<file path="src/rtl/pirq_pkg.sv">
package pirq_pkg;

   localparam int REG_IDX_W   = 2;
   localparam int VEC_FIELD_W = 5;

   typedef enum logic [REG_IDX_W-1:0] {
      RSEL_CFG   = 2'd0,
      RSEL_MASK  = 2'd1,
      RSEL_INSVC = 2'd2,
      RSEL_VEC   = 2'd3
   } rsel_e;

   // configuration word layout
   localparam int CFG_GIE_BIT    = 0;
   localparam int CFG_OVR_EN_BIT = 7;
   localparam int CFG_OVR_LO     = 8;
   localparam int CFG_OVR_HI     = 12;
   localparam int CFG_LVL_LO     = 13;
   localparam int CFG_LVL_HI     = 15;

   // vector word layout
   localparam int VEC_ACK_BIT = 0;
   localparam int VEC_LO      = 11;
   localparam int VEC_HI      = 15;

   typedef struct packed {
      logic [2:0]             level;
      logic [VEC_FIELD_W-1:0] ovr_sel;
      logic                   ovr_en;
      logic                   gie;
   } cfg_t;

endpackage

</file>
<file path="src/rtl/pirq_prio.sv">
module pirq_prio
   import pirq_pkg::*;
#(
   parameter int NUM_SRC       = 32,
   parameter bit HIGH_NUM_WINS = 1'b1,
   localparam int IDX_W        = $clog2(NUM_SRC),
   localparam int RANK_W       = $clog2(NUM_SRC + 1)
) (
   input  logic [NUM_SRC-1:0]     pend_i,
   input  logic [NUM_SRC-1:0]     isr_i,
   input  logic                   ovr_en_i,
   input  logic [VEC_FIELD_W-1:0] ovr_sel_i,
   output logic                   elig_any_o,
   output logic [IDX_W-1:0]       win_idx_o
);

   logic [RANK_W-1:0] base_w [NUM_SRC];
   logic [RANK_W-1:0] rank_w [NUM_SRC];
   logic [NUM_SRC-1:0] elig_w;

   logic              isv_any;
   logic [RANK_W-1:0] isv_max;
   logic              win_any;
   logic [RANK_W-1:0] win_rank;

   // static order, picked at elaboration
   for (genvar g = 0; g < NUM_SRC; g++) begin : g_rank
      if (HIGH_NUM_WINS) begin : g_hi
         assign base_w[g] = RANK_W'(g);
      end else begin : g_lo
         assign base_w[g] = RANK_W'(NUM_SRC - 1 - g);
      end
      // promoted source sits above every static rank
      assign rank_w[g] = (ovr_en_i && (ovr_sel_i == VEC_FIELD_W'(g)))
                         ? RANK_W'(NUM_SRC) : base_w[g];
   end

   // highest rank currently in service
   always_comb begin
      isv_any = 1'b0;
      isv_max = '0;
      for (int i = 0; i < NUM_SRC; i++) begin
         if (isr_i[i] && (!isv_any || rank_w[i] > isv_max)) begin
            isv_any = 1'b1;
            isv_max = rank_w[i];
         end
      end
   end

   for (genvar g = 0; g < NUM_SRC; g++) begin : g_elig
      assign elig_w[g] = pend_i[g] && (!isv_any || rank_w[g] > isv_max);
   end

   always_comb begin
      win_any   = 1'b0;
      win_rank  = '0;
      win_idx_o = '0;
      for (int i = 0; i < NUM_SRC; i++) begin
         if (elig_w[i] && (!win_any || rank_w[i] > win_rank)) begin
            win_any   = 1'b1;
            win_rank  = rank_w[i];
            win_idx_o = IDX_W'(i);
         end
      end
   end

   assign elig_any_o = |elig_w;

endmodule

</file>
<file path="src/rtl/pirq_regs.sv">
module pirq_regs
   import pirq_pkg::*;
#(
   parameter int          NUM_SRC = 32,
   parameter int          DATA_W  = 32,
   parameter int unsigned ERR_VEC = 0,
   localparam int IDX_W           = $clog2(NUM_SRC)
) (
   input  logic                 clk_i,
   input  logic                 rst_ni,
   input  logic                 we_i,
   input  logic [REG_IDX_W-1:0] addr_i,
   input  logic [DATA_W-1:0]    wdata_i,
   output logic [DATA_W-1:0]    rdata_o,
   input  logic                 elig_any_i,
   input  logic [IDX_W-1:0]     win_idx_i,
   output cfg_t                 cfg_o,
   output logic [NUM_SRC-1:0]   mask_o,
   output logic [NUM_SRC-1:0]   isr_o,
   output logic [IDX_W-1:0]     vec_o,
   output logic                 err_o
);

   rsel_e              rsel;
   logic               wr_cfg, wr_mask, wr_isr, ack;
   cfg_t               cfg_q;
   logic [NUM_SRC-1:0] mask_q;
   logic [NUM_SRC-1:0] isr_q;
   logic [IDX_W-1:0]   vec_q;
   logic               err_q;

   assign rsel    = rsel_e'(addr_i);
   assign wr_cfg  = we_i && (rsel == RSEL_CFG);
   assign wr_mask = we_i && (rsel == RSEL_MASK);
   assign wr_isr  = we_i && (rsel == RSEL_INSVC);
   assign ack     = we_i && (rsel == RSEL_VEC) && wdata_i[VEC_ACK_BIT];

   always_ff @(posedge clk_i or negedge rst_ni) begin
      if (!rst_ni) begin
         cfg_q <= '0;
      end else if (wr_cfg) begin
         cfg_q.gie     <= wdata_i[CFG_GIE_BIT];
         cfg_q.ovr_en  <= wdata_i[CFG_OVR_EN_BIT];
         cfg_q.ovr_sel <= wdata_i[CFG_OVR_HI:CFG_OVR_LO];
         cfg_q.level   <= wdata_i[CFG_LVL_HI:CFG_LVL_LO];
      end
   end

   always_ff @(posedge clk_i or negedge rst_ni) begin
      if (!rst_ni) begin
         mask_q <= '0;
      end else if (wr_mask) begin
         mask_q <= wdata_i[NUM_SRC-1:0];
      end
   end

   // per-source in-service flop: set by winning ack, cleared by W1C
   for (genvar g = 0; g < NUM_SRC; g++) begin : g_isr
      logic hit;
      assign hit = ack && elig_any_i && (win_idx_i == IDX_W'(g));
      always_ff @(posedge clk_i or negedge rst_ni) begin
         if (!rst_ni) begin
            isr_q[g] <= 1'b0;
         end else if (hit) begin
            isr_q[g] <= 1'b1;
         end else if (wr_isr && wdata_i[g]) begin
            isr_q[g] <= 1'b0;
         end
      end
   end

   always_ff @(posedge clk_i or negedge rst_ni) begin
      if (!rst_ni) begin
         vec_q <= '0;
         err_q <= 1'b0;
      end else begin
         err_q <= 1'b0;
         if (ack) begin
            if (elig_any_i) begin
               vec_q <= win_idx_i;
            end else begin
               vec_q <= IDX_W'(ERR_VEC);
               err_q <= 1'b1;
            end
         end
      end
   end

   always_comb begin
      rdata_o = '0;
      unique case (rsel)
         RSEL_CFG: begin
            rdata_o[CFG_GIE_BIT]           = cfg_q.gie;
            rdata_o[CFG_OVR_EN_BIT]        = cfg_q.ovr_en;
            rdata_o[CFG_OVR_HI:CFG_OVR_LO] = cfg_q.ovr_sel;
            rdata_o[CFG_LVL_HI:CFG_LVL_LO] = cfg_q.level;
         end
         RSEL_MASK:  rdata_o[NUM_SRC-1:0]  = mask_q;
         RSEL_INSVC: rdata_o[NUM_SRC-1:0]  = isr_q;
         RSEL_VEC:   rdata_o[VEC_HI:VEC_LO] = VEC_FIELD_W'(vec_q);
         default:    rdata_o = '0;
      endcase
   end

   assign cfg_o  = cfg_q;
   assign mask_o = mask_q;
   assign isr_o  = isr_q;
   assign vec_o  = vec_q;
   assign err_o  = err_q;

endmodule

</file>
<file path="src/rtl/pirq_ctrl.sv">
module pirq_ctrl
   import pirq_pkg::*;
#(
   parameter int          NUM_SRC       = 32,
   parameter int          DATA_W        = 32,
   parameter bit          HIGH_NUM_WINS = 1'b1,
   parameter int unsigned ERR_VEC       = 0
) (
   input  logic                 clk_i,
   input  logic                 rst_ni,
   input  logic                 bus_we_i,
   input  logic [REG_IDX_W-1:0] bus_addr_i,
   input  logic [DATA_W-1:0]    bus_wdata_i,
   output logic [DATA_W-1:0]    bus_rdata_o,
   input  logic [NUM_SRC-1:0]   irq_src_i,
   output logic                 cpu_irq_req_o,
   output logic [2:0]           cpu_irq_level_o,
   output logic                 ack_err_o
);

   localparam int IDX_W = $clog2(NUM_SRC);

   if (NUM_SRC < 2 || NUM_SRC > (1 << VEC_FIELD_W)) begin : g_bad_src
      $error("pirq_ctrl: NUM_SRC must lie in 2..32");
   end
   if (DATA_W < NUM_SRC || DATA_W < CFG_LVL_HI + 1) begin : g_bad_data
      $error("pirq_ctrl: DATA_W too narrow for the register fields");
   end
   if (ERR_VEC >= NUM_SRC) begin : g_bad_err
      $error("pirq_ctrl: ERR_VEC out of range");
   end

   cfg_t               cfg_w;
   logic [NUM_SRC-1:0] mask_w;
   logic [NUM_SRC-1:0] isr_w;
   logic [IDX_W-1:0]   vec_w;
   logic [NUM_SRC-1:0] pend_w;
   logic               elig_any_w;
   logic [IDX_W-1:0]   win_idx_w;
   logic               gie_w;

   assign pend_w = irq_src_i & mask_w;
   assign gie_w  = cfg_w.gie;

   pirq_regs #(
      .NUM_SRC (NUM_SRC),
      .DATA_W  (DATA_W),
      .ERR_VEC (ERR_VEC)
   ) u_regs (
      .clk_i      (clk_i),
      .rst_ni     (rst_ni),
      .we_i       (bus_we_i),
      .addr_i     (bus_addr_i),
      .wdata_i    (bus_wdata_i),
      .rdata_o    (bus_rdata_o),
      .elig_any_i (elig_any_w),
      .win_idx_i  (win_idx_w),
      .cfg_o      (cfg_w),
      .mask_o     (mask_w),
      .isr_o      (isr_w),
      .vec_o      (vec_w),
      .err_o      (ack_err_o)
   );

   pirq_prio #(
      .NUM_SRC       (NUM_SRC),
      .HIGH_NUM_WINS (HIGH_NUM_WINS)
   ) u_prio (
      .pend_i     (pend_w),
      .isr_i      (isr_w),
      .ovr_en_i   (cfg_w.ovr_en),
      .ovr_sel_i  (cfg_w.ovr_sel),
      .elig_any_o (elig_any_w),
      .win_idx_o  (win_idx_w)
   );

   assign cpu_irq_req_o   = gie_w && elig_any_w;
   assign cpu_irq_level_o = cfg_w.level;

endmodule

</file>
<file path="config.mk">
export PLATFORM = sky130hd
export DESIGN_NAME = pirq_ctrl
export DESIGN_NICKNAME = d
export VERILOG_FILES = /design/src/rtl/pirq_pkg.sv /design/src/rtl/pirq_prio.sv /design/src/rtl/pirq_regs.sv /design/src/rtl/pirq_ctrl.sv
export SDC_FILE = /design/constraint.sdc
export NUM_CORES = 1
export LEC_CHECK = 0
export ABC_AREA = 1
export BUFFER_PORTS_ARGS = -buffer_cell sky130_fd_sc_hd__buf_2
export CORE_MARGIN = 1.5
export CORE_UTILIZATION = 45
export CTS_CLUSTER_DIAMETER = 100
export CTS_CLUSTER_SIZE = 20
export DETAILED_ROUTE_END_ITERATION = 7
export GPL_ROUTABILITY_DRIVEN = 0
export PLACE_DENSITY_LB_ADDON = 0.2
export SKIP_LAST_GASP = 1
export SYNTH_ARGS = -nofsm -noshare
export SYNTH_HDL_FRONTEND = slang
export SYNTH_HIERARCHICAL = 1
export SYNTH_SLANG_ARGS = --single-unit
</file>
<file path="constraint.sdc">
create_clock -name clk_i -period 78.5 [get_ports clk_i]
set_input_delay 23.55 -clock clk_i [delete_from_list [all_inputs] [get_ports clk_i]]
set_output_delay 23.55 -clock clk_i [all_outputs]
set_load 0.005 [all_outputs]
</file>
==> results_dict.tcl, run 1 <==
set metrics [dict create \
    status "complete, no violations" \
    r2r-end "u_regs/isr_o[7]" \
    finalSetupTns_ns 0 \
    drive_gt1_frac 0.138 \
    setup.worst_path.end_class "flop" \
    grt_pass1_wl_um 85800 \
    clock_sinks 80 \
    synth_fp_nets 3150 \
    wl_met2_um 24000 \
    rsz0062_at_grt "no" \
    r2r_cells 583 \
    wl_per_cell_um 15.8 \
    cp.required_ns 78.81 \
    clkLatencyLatePin_ns 0.39 \
    ys_seq_area_frac 0.118 \
    drv_slew 0 \
    fill_cells 3949 \
    core_region_area_um2 37500 \
    num_rows 71 \
    seq_area_um2 2000 \
    netlist_instances 2757 \
    post-route-period-util 0.885 \
    startpoint "u_regs/cfg_o[1]" \
    drc_errors 0 \
    top_layer_used "met4" \
    drt-total-wl_um 53300 \
    drtIter0Drc 1296 \
    synth_top_family_by_area "simple AND/OR/NAND/NOR gates" \
    final_common_cell "nand2_1" \
    critPathMaxFanout 22 \
    synthXorXnorAreaFrac 0 \
    nNetsFinal 3249 \
    grt_max_degree 65 \
    cts.path.max_buffers 2 \
    crit_cells 583 \
    via_per_inst 5.29 \
    final.min_clock_period_ns 69.49 \
    cts_tree "done" \
    start_util 0.454 \
    synthTopCellsByArea "ha_1, nand2_1, dfrtp_1, inv_1, nand3_1" \
    setup_viol 0 \
    crit_buf_inv 81 \
    h-tree-depth 3 \
    dr_wl_met3_um 3370 \
    die_h_um 197 \
    cp_top_family "simple AND/OR/NAND/NOR gates" \
    synth_fa_ha_area_frac 0.238 \
    synth_ff_type "dfrtp_1" \
    synth-seq-cells 80 \
    ant_nets 0 \
    yosys.area_share.simple 0.388 \
    syn_area_per_cell_um2 6.17 \
    hold_buffers 0 \
    grt_pass1_vias 16974 \
    synth_compound_area_frac 0.140 \
    maxCapViolCount 0 \
    synth_largest_area_cell "ha_1" \
    r2r_setup_slack_ns 9.01 \
    synth.distinct_cells 62 \
    max_stage_delay_ns 0.50 \
    vias 17853 \
    clkTransAtPathRegs_ns 0.07 \
    cpMostUsedCell "nand2_1" \
    yosysWarnings 6 \
    die_w_um 197 \
    cts_buffers 9 \
    worstMarginPinSlew_ns 0.911 \
    die-area_um2 39000 \
    arrival_ns 69.80 \
    finClkSkew_ns 0.0146 \
    slowest_stage "dfrtp_1" \
    cp-endpoint "u_regs/isr_o[7]" \
    min_path_type "flop to flop" \
    portBuffers 105 \
    muxShareOfSynthArea 0 \
    startpoint_type "flop" \
    cts_setup_buffers 0 \
    area.growth.synth_to_final_pct 8.13 \
    hold_violations 0 \
    drt-met1-wl_um 24600 \
    place_hpwl_um 43100 \
    cts_resized 0 \
    first_pass_iters 6 \
    max_freq_mhz 14.4 \
    grt_overflow_total 0 \
    synth_top_area_share 0.238 \
    antenna_found_initial 0 \
    synth_area_um2 17000 \
    globalRouteTotalUtil 0.275 \
    crit_type "flop to flop" \
    multi_input_area_um2 13000 \
    ios 106 \
    r2r-start "u_regs/cfg_o[1]" \
    slew_headroom 0.390 \
    ys_async_sr_fraction 1.00 \
    synth_enable_flop_cells 0 \
    n_antenna_cell 0 \
    root_buffer "clkbuf_16" \
    layout_common_cells "nand2_1, inv_1, ha_1" \
]
## worst reg2reg max path, delay by kind of cell (launching register included)
| family | cells | cell delay [ns] |
|---|---|---|
| buffers and inverters | 81 | 5.56 |
| flip-flops | 1 | 0.50 |
| AO/OA/AOI/OAI | 87 | 14.85 |
| adder cells (fa/ha/maj) | 56 | 16.60 |
| AND/OR/NAND/NOR | 359 | 31.88 |
## metal layers
metal | global-route usage | vias to the layer above
li1 | - | 9174
met1 | 0.357 | 8113
met2 | 0.462 | 495
met3 | 0.0485 | 71
met4 | 0.0871 | 0
met5 | 0 | -
## flip-flops by register name, indices dropped and copies added (netlist names)
signal and cells:
u_regs/isr_o 32, u_regs/mask_o 32, u_regs/cfg_o 10, u_regs/vec_o 5
u_regs/err_o 1
## area by class of cell
cell class                 instances  share of cell area
clock inverter                     2             0.00204
clock buffer                      14              0.0143
timing repair buffer             121              0.0352
multi-input combinational       2193               0.708
inverter                         451              0.0965
tap                              511              0.0347
sequential                        80               0.109
## through the flow
stage               instance area (µm²)  cells  worst slack (ns)  hold slack [ns]   util
floorplan                         17000   2757             18.51            0.453      -
global placement                  18100   3356             12.03            0.471  0.483
detailed placement                18100   3356              9.88            0.476  0.483
CTS                               18400   3372              9.59            0.494  0.491
global route                      18400   3372              1.45            0.523  0.491
finish                            18400   3372              9.01            0.494  0.491
## logic make-up (layout without fill, tap and decap cells)
kind of cell | Yosys count | count (layout)
DFF | 80 | 80
buffers and inverters | 484 | 588
adders and majority gates | 324 | 324
and+or+nand+nor | 1458 | 1458
AOI/OAI and AO/OA | 411 | 411
## how the worst min path moves through the flow
stage / end / depth (start not counted) / slack [ns] / start
floorplan: u_regs/vec_o[0] / 2 / 0.45 / u_regs/vec_o[0]
global placement: u_regs/vec_o[4] / 2 / 0.47 / u_regs/vec_o[4]
detailed placement: u_regs/vec_o[2] / 2 / 0.48 / u_regs/vec_o[2]
CTS: u_regs/vec_o[2] / 2 / 0.49 / u_regs/vec_o[2]
global route: u_regs/vec_o[2] / 2 / 0.52 / u_regs/vec_o[2]
finish: u_regs/vec_o[2] / 2 / 0.49 / u_regs/vec_o[2]
## synth_stat cells, types with 20 or more instances
cell type	n
nand3_1	180
ha_1	324
nand3_2	20
inv_2	39
nand4_1	41
nand2_2	101
dfrtp_1	80
a21oi_1	151
inv_1	397
nor2_1	213
nand2_1	824
nand2_4	36
o21ai_0	141
Power of run 1 is left out: the tool's default activity adds up to more than one toggle a clock period on the data nets, which glitch-free logic cannot reach.
==> run 2: changes to the inputs <==
CELL_PAD_IN_SITES_DETAIL_PLACEMENT = 1   (was not set)
CELL_PAD_IN_SITES_GLOBAL_PLACEMENT = 1   (was not set)
PLACE_DENSITY_LB_ADDON = 0.1   (was 0.2)
SLEW_MARGIN = 20   (was not set)
==> run 2 against run 1 <==
  * Global-route usage is 4.6 points higher
  * Largest cell class unchanged
  * Via count is 4.4% higher
  * Fmax is 1.8% lower
  * Worst hold slack better by 0.017 ns
==> results_dict.tcl, run 2 (synthesized netlist as in run 1, its figures left out) <==
set metrics [dict create \
    status "complete, no violations" \
    area.growth.synth_to_final_pct 8.67 \
    maxCapViolCount 0 \
    num_rows 71 \
    core_region_area_um2 37500 \
    grt_pass1_vias 19274 \
    via_per_inst 5.52 \
    r2r_setup_slack_ns 7.75 \
    stdcell_area_um2 18500 \
    clock_sinks 80 \
    place_inst 3362 \
    cp.required_ns 78.83 \
    clkTransAtPathRegs_ns 0.08 \
    arrival_ns 71.08 \
    post-route-period-util 0.901 \
    die_h_um 197 \
    die-area_um2 39000 \
    multi_input_area_um2 13100 \
    drv_slew 0 \
    portBuffers 105 \
    finalSetupTns_ns 0 \
    setup.worst_path.end_class "flop" \
    seq_area_um2 2000 \
    first_pass_iters 5 \
    final_common_cell "nand2_1" \
    grt_max_degree 51 \
    crit_type "flop to flop" \
    cts.path.max_buffers 2 \
    max_freq_mhz 14.1 \
    drt-total-wl_um 62000 \
    max_stage_delay_ns 0.52 \
    critPathMaxFanout 32 \
    worstMarginPinSlew_ns 1.07 \
    cpMostUsedCell "nand2_1" \
    hold_violations 0 \
    drc_errors 0 \
    h-tree-depth 3 \
    clkLatencyLatePin_ns 0.40 \
    placed_cell_area_um2 18100 \
    wl_per_cell_um 18.3 \
    slowest_stage "dfrtp_1" \
    final.min_clock_period_ns 70.75 \
    place_hpwl_um 50800 \
    globalRouteTotalUtil 0.322 \
    grt_pass1_wl_um 98800 \
    layout_common_cells "nand2_1, inv_1, ha_1" \
    finClkSkew_ns 0.0152 \
    rsz0062_at_grt "no" \
    drtIter0Drc 908 \
    setup_viol 0 \
    grt_overflow_total 0 \
    ant_nets 0 \
    vias 18647 \
    min_path_type "flop to flop" \
    root_buffer "clkbuf_16" \
    utilization 0.493 \
    start_util 0.454 \
    antenna_found_initial 2 \
    fill_cells 5346 \
    cts_buffers 9 \
    nNetsFinal 3256 \
    ios 106 \
    die_w_um 197 \
    layout.cells.non_filler 3380 \
    slew_headroom 0.286 \
    cts_tree "done" \
    startpoint_type "flop" \
    drive_gt1_frac 0.142 \
]
run 2: worst paths after layout:
path	startpoint	to	cells past startpoint
setup / recovery	u_regs/cfg_o[6]	u_regs/isr_o[8]	589
hold reg to reg	u_regs/mask_o[18]	u_regs/mask_o[18]	2
min in group asynchronous	rst_ni	u_regs/cfg_o[7]	1
hold / removal	u_regs/mask_o[18]	u_regs/mask_o[18]	2
max in group asynchronous	rst_ni	u_regs/mask_o[28]	2
setup reg to reg	u_regs/cfg_o[6]	u_regs/isr_o[8]	589
run 2: area by class of cell:
class | instances | area share
antenna | 1 | 0.000135
clock buffer | 9 | 0.0122
clock inverter | 7 | 0.00419
inverter | 451 | 0.0960
multi-input combinational | 2193 | 0.706
sequential | 80 | 0.108
tap | 511 | 0.0346
timing repair buffer | 128 | 0.0389
run 2: metal layers:
layer,GRT usage,vias to the layer above,share of wire
met5,0,-,0.00013
met4,0.144,2,0.042
met3,0.0451,120,0.049
met2,0.547,380,0.46
met1,0.403,8969,0.45
li1,-,9176,-
run 2: timing repair:
item                                    in CTS  in global routing
setup buffers                                0                  1
endpoints found under the setup margin       0                 33
hold buffers                                 0                  0
gates resized for setup                      0                 10
run 2: worst max-delay path: cells and delay by family (launching register included):
| family | cells | cell delay, ns |
|---|---|---|
| fa+ha+maj | 56 | 16.63 |
| simple gates | 364 | 33.11 |
| buf+inv | 85 | 6.60 |
| compound gates | 84 | 13.65 |
| flops | 1 | 0.52 |
run 2: metrics by stage:
step	setup WS (ns)	hold WS, ns
2_1_floorplan	18.51	0.453
3_3_place_gp	11.24	0.480
3_5_place_dp	8.12	0.490
4_1_cts	7.61	0.510
5_1_grt	0.0837	0.540
6_report	7.75	0.512
Power of run 2 is left out for the same reason.
